### config.mk
export PLATFORM = sky130hd
export DESIGN_NAME = req_tracker
export DESIGN_NICKNAME = d
export VERILOG_FILES = /design/src/rtl/tracker_pkg.sv /design/src/rtl/req_table.sv /design/src/rtl/wd_timer.sv /design/src/rtl/req_tracker.sv
export SDC_FILE = /design/constraint.sdc
export NUM_CORES = 2
export LEC_CHECK = 0
export BUFFER_PORTS_ARGS = -buffer_cell sky130_fd_sc_hd__buf_2
export CORE_ASPECT_RATIO = 1.75
export CORE_MARGIN = 4
export CORE_UTILIZATION = 50
export DETAILED_ROUTE_END_ITERATION = 8
export MAX_ROUTING_LAYER = met4
export PLACE_DENSITY = 0.66
export SYNTH_ARGS = -nofsm -noshare
export SYNTH_HDL_FRONTEND = slang
export SYNTH_SLANG_ARGS = --single-unit
### constraint.sdc
create_clock -name clk -period 14.2 [get_ports clk]
set_clock_uncertainty 0.05 [all_clocks]
set_input_delay 2.13 -clock clk [delete_from_list [all_inputs] [get_ports clk]]
set_output_delay 2.13 -clock clk [all_outputs]
set_load 0.02 [all_outputs]
### src/rtl/tracker_pkg.sv
package tracker_pkg;

  typedef enum logic [2:0] {
    K_LOAD   = 3'd0,
    K_IFETCH = 3'd1,
    K_STORE  = 3'd2,
    K_AMO_RD = 3'd3,
    K_AMO_WR = 3'd4,
    K_RSV_RD = 3'd5,
    K_CND_WR = 3'd6,
    K_SPARE  = 3'd7
  } req_kind_e;

  // True when a request kind is tracked in the write table.
  function automatic logic goes_to_write(input logic [2:0] k);
    case (req_kind_e'(k))
      K_STORE, K_AMO_RD, K_AMO_WR, K_RSV_RD, K_CND_WR: return 1'b1;
      default: return 1'b0;
    endcase
  endfunction

endpackage

### src/rtl/req_table.sv
module req_table #(
  parameter int DEPTH  = 4,
  parameter int LINE_W = 12,
  parameter int ID_W   = 8,
  parameter int TIME_W = 16,
  parameter int THRESH = 100,
  parameter int OCC_W  = $clog2(DEPTH + 1)
) (
  input  logic              clk,
  input  logic              rst_n,
  input  logic [TIME_W-1:0] now,
  input  logic [LINE_W-1:0] probe_line,
  output logic              probe_hit,
  output logic              has_room,
  input  logic              alloc_en,
  input  logic [ID_W-1:0]   alloc_id,
  input  logic              cpl_en,
  input  logic [LINE_W-1:0] cpl_line,
  output logic              cpl_hit,
  output logic [ID_W-1:0]   cpl_id,
  output logic [TIME_W-1:0] cpl_issue,
  output logic [OCC_W-1:0]  occupancy,
  output logic              stale
);

  localparam int IDX_W = (DEPTH > 1) ? $clog2(DEPTH) : 1;

  logic [DEPTH-1:0]  vld;
  logic [LINE_W-1:0] line_q  [DEPTH];
  logic [ID_W-1:0]   id_q    [DEPTH];
  logic [TIME_W-1:0] issue_q [DEPTH];
  logic [IDX_W-1:0]  free_idx;
  logic [IDX_W-1:0]  cpl_idx;

  function automatic logic [TIME_W-1:0] age_of(input logic [TIME_W-1:0] t,
                                               input logic [TIME_W-1:0] t0);
    return t - t0;
  endfunction

  always_comb begin
    probe_hit = 1'b0;
    has_room  = 1'b0;
    cpl_hit   = 1'b0;
    stale     = 1'b0;
    free_idx  = '0;
    cpl_idx   = '0;
    occupancy = '0;
    for (int i = DEPTH - 1; i >= 0; i--) begin
      if (!vld[i]) begin
        has_room = 1'b1;
        free_idx = IDX_W'(i);
      end
    end
    for (int i = 0; i < DEPTH; i++) begin
      occupancy = occupancy + OCC_W'(vld[i]);
      if (vld[i] && line_q[i] == probe_line) probe_hit = 1'b1;
      if (vld[i] && line_q[i] == cpl_line) begin
        cpl_hit = 1'b1;
        cpl_idx = IDX_W'(i);
      end
      if (vld[i] && age_of(now, issue_q[i]) >= TIME_W'(THRESH)) stale = 1'b1;
    end
    cpl_id    = id_q[cpl_idx];
    cpl_issue = issue_q[cpl_idx];
  end

  always_ff @(posedge clk) begin
    if (!rst_n) begin
      vld <= '0;
    end else begin
      if (cpl_en && cpl_hit) vld[cpl_idx] <= 1'b0;
      if (alloc_en)          vld[free_idx] <= 1'b1;
    end
  end

  always_ff @(posedge clk) begin
    if (alloc_en) begin
      line_q[free_idx]  <= probe_line;
      id_q[free_idx]    <= alloc_id;
      issue_q[free_idx] <= now;
    end
  end

endmodule

### src/rtl/wd_timer.sv
module wd_timer #(
  parameter int TIME_W = 16,
  parameter int THRESH = 100
) (
  input  logic              clk,
  input  logic              rst_n,
  input  logic [TIME_W-1:0] now,
  input  logic              arm_req,
  input  logic              busy,
  input  logic              stale_any,
  output logic              armed,
  output logic              fire,
  output logic              alarm
);

  logic [TIME_W-1:0] deadline;

  assign fire = armed && (now == deadline);

  always_ff @(posedge clk) begin
    if (!rst_n) begin
      armed    <= 1'b0;
      deadline <= '0;
      alarm    <= 1'b0;
    end else begin
      if (fire && stale_any) alarm <= 1'b1;
      if (fire) begin
        if (busy) deadline <= deadline + TIME_W'(THRESH);
        else      armed    <= 1'b0;
      end
      if (arm_req && (!armed || (fire && !busy))) begin
        armed    <= 1'b1;
        deadline <= now + TIME_W'(THRESH);
      end
    end
  end

endmodule

### src/rtl/req_tracker.sv
module req_tracker
  import tracker_pkg::*;
#(
  parameter int ADDR_W   = 32,
  parameter int LINE_OFS = 6,
  parameter int RD_DEPTH = 8,
  parameter int WR_DEPTH = 8,
  parameter int MAX_OUT  = 12,
  parameter int ID_W     = 16,
  parameter int TIME_W   = 32,
  parameter int THRESH   = 5000
) (
  input  logic                       clk,
  input  logic                       rst_n,
  input  logic [TIME_W-1:0]          now,
  input  logic                       req_valid,
  input  logic [2:0]                 req_kind,
  input  logic [ADDR_W-1:0]          req_addr,
  output logic                       req_accept,
  output logic [ID_W-1:0]            req_id,
  input  logic                       rd_done,
  input  logic [ADDR_W-LINE_OFS-1:0] rd_line,
  input  logic                       wr_done,
  input  logic [ADDR_W-LINE_OFS-1:0] wr_line,
  output logic                       rd_cpl_valid,
  output logic [ID_W-1:0]            rd_cpl_id,
  output logic [TIME_W-1:0]          rd_cpl_lat,
  output logic                       rd_cpl_lat_ok,
  output logic                       wr_cpl_valid,
  output logic [ID_W-1:0]            wr_cpl_id,
  output logic [TIME_W-1:0]          wr_cpl_lat,
  output logic                       wr_cpl_lat_ok,
  output logic                       alarm
);

  localparam int LINE_W   = ADDR_W - LINE_OFS;
  localparam int CNT_W    = $clog2(MAX_OUT + 1);
  localparam int RD_OCC_W = $clog2(RD_DEPTH + 1);
  localparam int WR_OCC_W = $clog2(WR_DEPTH + 1);

  function automatic logic [LINE_W-1:0] line_of(input logic [ADDR_W-1:0] a);
    return a[ADDR_W-1:LINE_OFS];
  endfunction

  function automatic logic [TIME_W-1:0] latency_of(input logic [TIME_W-1:0] t,
                                                   input logic [TIME_W-1:0] t0);
    return t - t0;
  endfunction

  logic [LINE_W-1:0]   req_line;
  logic                is_wr;
  logic                rd_hit, wr_hit, rd_room, wr_room;
  logic                rd_free, wr_free, rd_cpl_hit, wr_cpl_hit;
  logic [ID_W-1:0]     rd_fid, wr_fid;
  logic [TIME_W-1:0]   rd_fiss, wr_fiss;
  logic [RD_OCC_W-1:0] rd_occ;
  logic [WR_OCC_W-1:0] wr_occ;
  logic                rd_stale, wr_stale;
  logic [CNT_W-1:0]    cnt;
  logic                cap_full, room_ok;
  logic                wd_armed, wd_fire;

  assign req_line   = line_of(req_addr);
  assign is_wr      = goes_to_write(req_kind);
  assign cap_full   = cnt >= CNT_W'(MAX_OUT);
  assign room_ok    = is_wr ? wr_room : rd_room;
  assign req_accept = req_valid && !cap_full && !rd_hit && !wr_hit && room_ok;
  assign rd_free    = rd_done && rd_cpl_hit;
  assign wr_free    = wr_done && wr_cpl_hit;

  req_table #(.DEPTH(RD_DEPTH), .LINE_W(LINE_W), .ID_W(ID_W), .TIME_W(TIME_W),
              .THRESH(THRESH), .OCC_W(RD_OCC_W)) u_rd (
    .clk(clk), .rst_n(rst_n), .now(now),
    .probe_line(req_line), .probe_hit(rd_hit), .has_room(rd_room),
    .alloc_en(req_accept && !is_wr), .alloc_id(req_id),
    .cpl_en(rd_done), .cpl_line(rd_line), .cpl_hit(rd_cpl_hit),
    .cpl_id(rd_fid), .cpl_issue(rd_fiss),
    .occupancy(rd_occ), .stale(rd_stale)
  );

  req_table #(.DEPTH(WR_DEPTH), .LINE_W(LINE_W), .ID_W(ID_W), .TIME_W(TIME_W),
              .THRESH(THRESH), .OCC_W(WR_OCC_W)) u_wr (
    .clk(clk), .rst_n(rst_n), .now(now),
    .probe_line(req_line), .probe_hit(wr_hit), .has_room(wr_room),
    .alloc_en(req_accept && is_wr), .alloc_id(req_id),
    .cpl_en(wr_done), .cpl_line(wr_line), .cpl_hit(wr_cpl_hit),
    .cpl_id(wr_fid), .cpl_issue(wr_fiss),
    .occupancy(wr_occ), .stale(wr_stale)
  );

  wd_timer #(.TIME_W(TIME_W), .THRESH(THRESH)) u_wd (
    .clk(clk), .rst_n(rst_n), .now(now),
    .arm_req(req_accept), .busy(cnt != '0),
    .stale_any(rd_stale || wr_stale),
    .armed(wd_armed), .fire(wd_fire), .alarm(alarm)
  );

  always_ff @(posedge clk) begin
    if (!rst_n) begin
      cnt    <= '0;
      req_id <= '0;
    end else begin
      cnt <= cnt + CNT_W'(req_accept) - CNT_W'(rd_free) - CNT_W'(wr_free);
      if (req_accept) req_id <= req_id + ID_W'(1);
    end
  end

  always_ff @(posedge clk) begin
    if (!rst_n) begin
      rd_cpl_valid  <= 1'b0;
      rd_cpl_id     <= '0;
      rd_cpl_lat    <= '0;
      rd_cpl_lat_ok <= 1'b0;
      wr_cpl_valid  <= 1'b0;
      wr_cpl_id     <= '0;
      wr_cpl_lat    <= '0;
      wr_cpl_lat_ok <= 1'b0;
    end else begin
      rd_cpl_valid  <= rd_free;
      rd_cpl_id     <= rd_fid;
      rd_cpl_lat    <= latency_of(now, rd_fiss);
      rd_cpl_lat_ok <= rd_free && (latency_of(now, rd_fiss) != '0);
      wr_cpl_valid  <= wr_free;
      wr_cpl_id     <= wr_fid;
      wr_cpl_lat    <= latency_of(now, wr_fiss);
      wr_cpl_lat_ok <= wr_free && (latency_of(now, wr_fiss) != '0);
    end
  end

endmodule

# Yosys cells after proc, flatten, opt, wreduce, memory -nomap -nowiden
# Memories as Yosys holds them, arrays and structs flattened. A register that Yosys moved wholly into a read port is not among the register bits.
# Index checks and enable logic that the tools add are counted.
word_totals:
  ramBits: 1184
  latchBits: 0
  output_inout_bits: 118
  wordCells: 317
  register_bits: 138
  n_memories: 6
  input_bits: 124
  mem_bits_ro: 0
memory_table:
  columns: ["name", "depth", "word_bits", "rd", "rd_ports_with_merged_regs", "write_ports", "line", "rtl"]
  rows:
  - ["u_rd.issue_q", 8, 32, 9, 0, 1, "req_table.sv:31", "logic [TIME_W-1:0] issue_q [DEPTH];"]
  - ["u_wr.issue_q", 8, 32, 9, 0, 1, "req_table.sv:31", null]
  - ["u_rd.line_q", 8, 26, 8, 0, 1, "req_table.sv:29", "logic [LINE_W-1:0] line_q [DEPTH];"]
  - ["u_wr.line_q", 8, 26, 8, 0, 1, "req_table.sv:29", null]
  - ["u_rd.id_q", 8, 16, 1, 1, 1, "req_table.sv:30", "logic [ID_W-1:0] id_q [DEPTH];"]
  - ["u_wr.id_q", 8, 16, 1, 1, 1, "req_table.sv:30", null]
classes:
  addsub: 24
  n_reduce_logical: 84
  muxes: 120
  n_lt_le_gt_ge: 25
  n_bitwise: 6
  n_eq_ne: 39
  shift: 0
  n_mul: 0
  n_div: 0
op_table:
  columns: ["op", "count"]
  rows:
  - ["26-bit == test", 32]
  - ["32-bit subtractor", 18]
  - ["32-bit by 13-bit >= comparator with 1-bit output, second input constant", 16]
  - ["32-bit 2-to-1 mux", 3]
  - ["1-bit 2-to-1 mux", 79]
  - ["3-bit 2-to-1 mux", 24]
  - ["1-bit logical AND", 66]
  - ["32-bit by 13-bit adder with 32-bit output, second input constant", 2]
  - ["32-bit nonzero test", 2]
  - ["8-bit 2-to-1 mux", 6]
  - ["32-bit == test", 1]
  - ["16-bit by 1-bit adder with 16-bit output, second input constant", 1]
  - ["8-bit bitwise AND", 2]
  - ["3-bit by 4-bit less-than comparator with 1-bit output, second input constant", 4]
  - ["8-bit NOT", 2]
  - ["8-bit OR", 2]
  - ["1-bit demux with 3-bit select", 4]
  - ["3-bit by 1-bit >= comparator with 1-bit output, second input constant", 4]
  - ["3-bit == test, second input constant", 3]
  - ["1-bit zero test", 8]
  - ["2-bit 2-to-1 mux", 4]
  - ["4-bit by 1-bit subtractor with 4-bit output", 2]
  - ["3-bit by 2-bit == test with 1-bit output, second input constant", 2]
  - ["5-bit OR reduction", 1]
  - ["other kinds (7)", 10]

# Depth between registers and ports, before layout
# An unclocked memory read counts as a cell.
depth:
  depth_word: 20
  mapped_depth: 30
  depth_no_buf: 27

# By module
# Synthesis repeated with hierarchy kept, for this count alone.
hier_totals:
  cells_unflattened: 9714
  hier_area_um2: 95597.9
by_module_without_submodules:
  columns: ["mod", "cells_per_inst", "instances", "seq_area_each_um2", "area_each_um2"]
  rows:
  - ["req_table at u_rd", 4267, 1, 17937.2, 43151.4]
  - ["req_table at u_wr", 4168, 1, 17937.2, 42012.8]
  - ["req_tracker", 938, 1, 2402.3, 7739.9]
  - ["wd_timer", 341, 1, 680.7, 2693.8]

# Worst setup path before layout
# OpenSTA, ideal clock, no wires.
synth_timing:
  kind: "input port to flip-flop"
  from: "input port wr_line[15]"
  to: "register wr_cpl_lat_ok"
  arrival_ps: 8750
  required_ps: 14025
  stages: 27
  n_path_buf: 4
  setup_time_ps: 125
  setup_slack_ps: 5275
  cell_sequence: "clkbuf_1 xnor2_1 nand4_1 or4_1 nor4_1 o21ai_0 a21bo_2 a21oi_1 buf_2 buf_2 buf_2 a21oi_1 a221oi_1 o21ai_0 fa_1 a211oi_2 o21ai_1 nand2_1 xnor2_1 or4_1 or4_1 nor4_2 nand4b_1 nor4b_2 or4b_1 or4b_1 o41a_1"
synth_between:
  elab_chain_cells: 13
  word_cells_on_any_way: 36
  cone_classes: "1 x add/sub; 8 x eq/ne; 15 x mux; 11 x reduce/logical; 1 x memory"
synth_rtl:
  columns: ["element", "line", "rtl"]
  rows:
  - ["start: declaration", "req_tracker.sv:24", "input logic [ADDR_W-LINE_OFS-1:0] wr_line,"]
  - ["26-bit == test", "req_table.sv:57", "if (vld[i] && line_q[i] == cpl_line) begin"]
  - ["1-bit logical AND", "req_table.sv:57", null]
  - ["1-bit 2-to-1 mux", "req_table.sv:57", null]
  - ["2-bit 2-to-1 mux (2 in series)", "req_table.sv:57", null]
  - ["3-bit 2-to-1 mux (4 in series)", "req_table.sv:57", null]
  - ["memory read 8 x 32 bit", null, null]
  - ["32-bit subtractor", "req_tracker.sv:47", "return t - t0;"]
  - ["32-bit nonzero test", "req_tracker.sv:126", "wr_cpl_lat_ok <= wr_free && (latency_of(now, wr_fiss) != '0);"]
  - ["1-bit logical AND (*)", "req_tracker.sv:126", null]
  - ["end signal: assignment", "req_tracker.sv:126", null]
  - ["end: declaration", "req_tracker.sv:32", "output logic wr_cpl_lat_ok,"]
# Every way passes the cells marked *; elsewhere a longest branch is shown, timed or not.
# A chain may end at the register's enable or synchronous reset.

# Worst setup path in the final report
layout_timing:
  from: "input port wr_line[19]"
  to: "register wr_cpl_lat_ok"
# The elaborated chain is that of the path after synthesis.

==> qor.csv <==
metric,value,unit
status,"finished, final reports clean",
Routed Antenna Nets,0,
Design Power,9.90,mW
final setup fails,0,
initial DRC count,6323,
post-DR wirelength/cell,30.2,um
Slew HR,0.213,
Tmin final,10.35,ns
clock buffer depth,4,
"FF+latch count, synth",1354,
crit path max fanout,20,
VDD IR max,0.000120,V
ys async rst share,0,
Final Instance Area,101000,sq um
Finished Layout Cells,12097,
Int Pwr,7.12,mW
CTS Buf Count,143,
Worst Setup End Kind,flop,
unrepaired setup endpoints after global routing,false,
final hold violations,0,
Starting Density,0.502,
Sw Share,0.281,
IO Pins,242,
Die Ht,575,um
leakage,38.0,nW
first-pass GRT wire length,518000,um
Pins Over Slew Limit,0,
library cells used by synthesis,95,
share of post-route cells with drive strength above 1,0.0861,
Hold Crit Class,reg -> reg,
total global routing overflow,0,
largest net degree at the start of global routing,69,
GP Congestion,1.04,
Crit path required time,14.84,ns
Reg2Reg Launch Point,u_wr.line_q[2][25],
Crit path top cell by count,or4_1,
worst slew pin tran,1.15,ns
most frequent cells in the layout,"1184 x edfxtp_1, 811 x xnor2_1, 714 x a21oi_1",
area grow syn2layout,9.66,%
clock sink total,1354,
top cell type's share of synthesized area,0.386,
post_cts resized,0,
Clock power frac,0.380,
FP Rows,208,
# H-tree levels,4,
Die X,332,um
"Seq/Total Area, Yosys",0.423,
DRC errors left,0,
Post-CTS Repair Setup Buffers,0,
register share of total power,0.450,
Critical Path AT,10.99,ns
post-route setup TNS,0,ns
P_sw,2.78,mW
Critical Path Start Type,primary input,
CTS tree,done,
clk_lat worst skew,0.84,ns
total die area,191000,sq um
CP max stage cell,nor4_1,
worst setup path class,in -> reg,
via density per instance,6.40,
Pwr per Cell Area,98.1,nW/um^2
Syn Area/Cell,9.83,sq um
Max-cap violations,0,
Vias,77468,
"most common cell after layout, fill and taps aside",edfxtp_1,
number of port buffers,235,
"EDFF count, synth",1184,
nets@finish,10272,
vias in the first global route,77643,
Mapped Area,92000,sq um
top_reg_cell synth,edfxtp_1,
Achievable Freq,96.6,MHz
Worst Setup SP,wr_line[19],
final WL,365000,um
Syn Nets,10069,
GRT Resource Usage Total,0.379,
core area,183000,sq um
Comb pwr share,0.170,
DP Area,96300,sq um
final worst path period share,0.729,
initial antenna violation count,26,
Worst path max stage delay,0.69,ns
placed insts,11832,
HPWL after DPL,270000,um
CTS clock-pin slew for the worst setup and hold paths,0.07,ns
main area contributors after synthesis,"edfxtp_1 39%, xnor2_1 7.7%, ha_1 7.7%, a21oi_1 3.9%, dfxtp_1 3.7%",
"Core Util, Final",0.551,
root buf cell,clkbuf_16,
first-pass iteration count of the detailed router,6,
Synth warnings,0,
Yosys top cell by area,edfxtp_1,
Gate Count Post-Synth,9360,
hold path start,u_rd.id_q[7][15],
Post-CTS Hold Fix Bufs,0,
-- stage by stage --
stage,hold WS (ns),setup WS (ns)
final,0.453,3.85
after CTS,0.451,3.92
after floorplan,0.410,5.27
after global routing,0.484,3.58
after global placement,0.427,3.07
after detailed placement,0.441,3.13
-- area by class of cell --
class,instances,area [sq um]
repair buffers,406,2490
diodes,19,47.5
flip-flops and latches,1354,39000
clock inverters,66,656
multi-input cells,6967,49200
fillers,16415,82300
well taps,2415,3020
clock buffers,179,3890
inverters,691,2600
-- power groups by stage --
stage          clock [mW]  sequential (mW)  combinational [mW]
6_report             3.77             4.45                1.68
4_1_cts              3.80             4.45                1.65
3_5_place_dp            0             4.53                1.64
5_1_grt              3.96             4.45                1.80
2_1_floorplan           0             4.55                1.02
3_3_place_gp            0             4.53                1.62
-- sequential cells by signal, summed over array words and instances (netlist names), 32 cells and up --
signal / count
u_wr.issue_q: 256
u_rd.id_q: 128
rd_cpl_lat: 32
u_wr.line_q: 208
u_wr.id_q: 128
u_rd.issue_q: 256
wr_cpl_lat: 32
u_rd.line_q: 208
u_wd.deadline: 32
-- worst max-delay path, delay by kind of cell --
kind	cells	cell delay, ns
buffers and inverters	2	0.84
xor gates and xnor gates	2	0.30
and+or+nand+nor	11	4.12
AOI/OAI and AO/OA	9	3.03
adders and majority gates	1	0.52
-- cell usage after synthesis, types with 53 or more instances --
cell and instances:
dfxtp_1 170, edfxtp_1 1184, nor3b_1 53, nand3_1 249, xor2_1 360, inv_1 689
a211oi_1 102, clkbuf_1 267, a221oi_1 71, nor2b_1 76, mux2i_1 74, o211ai_1 90
nor3_1 196, nor4_1 132, a21oi_1 716, o21ai_0 424, and2_1 99, mux2_2 56
nand2_1 580, nand4_1 280, and3_1 75, nand2b_1 127, nor2_1 642, a21o_1 148
xnor2_1 811, a31oi_1 86, o21a_1 89, ha_1 565
-- per-layer routing --
metal | up-vias | GRT usage | share of wire | wire (um)
li1 | 35035 | - | - | -
met1 | 37707 | 0.369 | 0.33 | 121000
met2 | 3383 | 0.646 | 0.49 | 178000
met3 | 1343 | 0.0542 | 0.060 | 22000
met4 | 0 | 0.359 | 0.12 | 44100
met5 | - | - | 0 | 0
-- final timing paths --
check,endpoint,slack [ns],cells after the start
worst min register to register,rd_cpl_id[15],0.45,2
worst max-delay path,wr_cpl_lat_ok,3.85,25
worst max register to register,wr_cpl_lat_ok,5.04,24
worst min-delay path,rd_cpl_id[15],0.45,2
-- cells by family (layout without fill, tap and decap cells) --
family,after synthesis,count (layout),share of synthesized area
XOR/XNOR,1172,1172,0.112
multiplexers,178,178,0.0267
buffers and inverters,1039,1342,0.0434
flip-flops,1354,1354,0.423
AO/OA/AOI/OAI,2291,2291,0.162
other,0,19,0
AND/OR/NAND/NOR,2741,2741,0.152
adder cells (fa/ha/maj),585,585,0.0812
No activity file was read; power rests on OpenSTA's default activity.
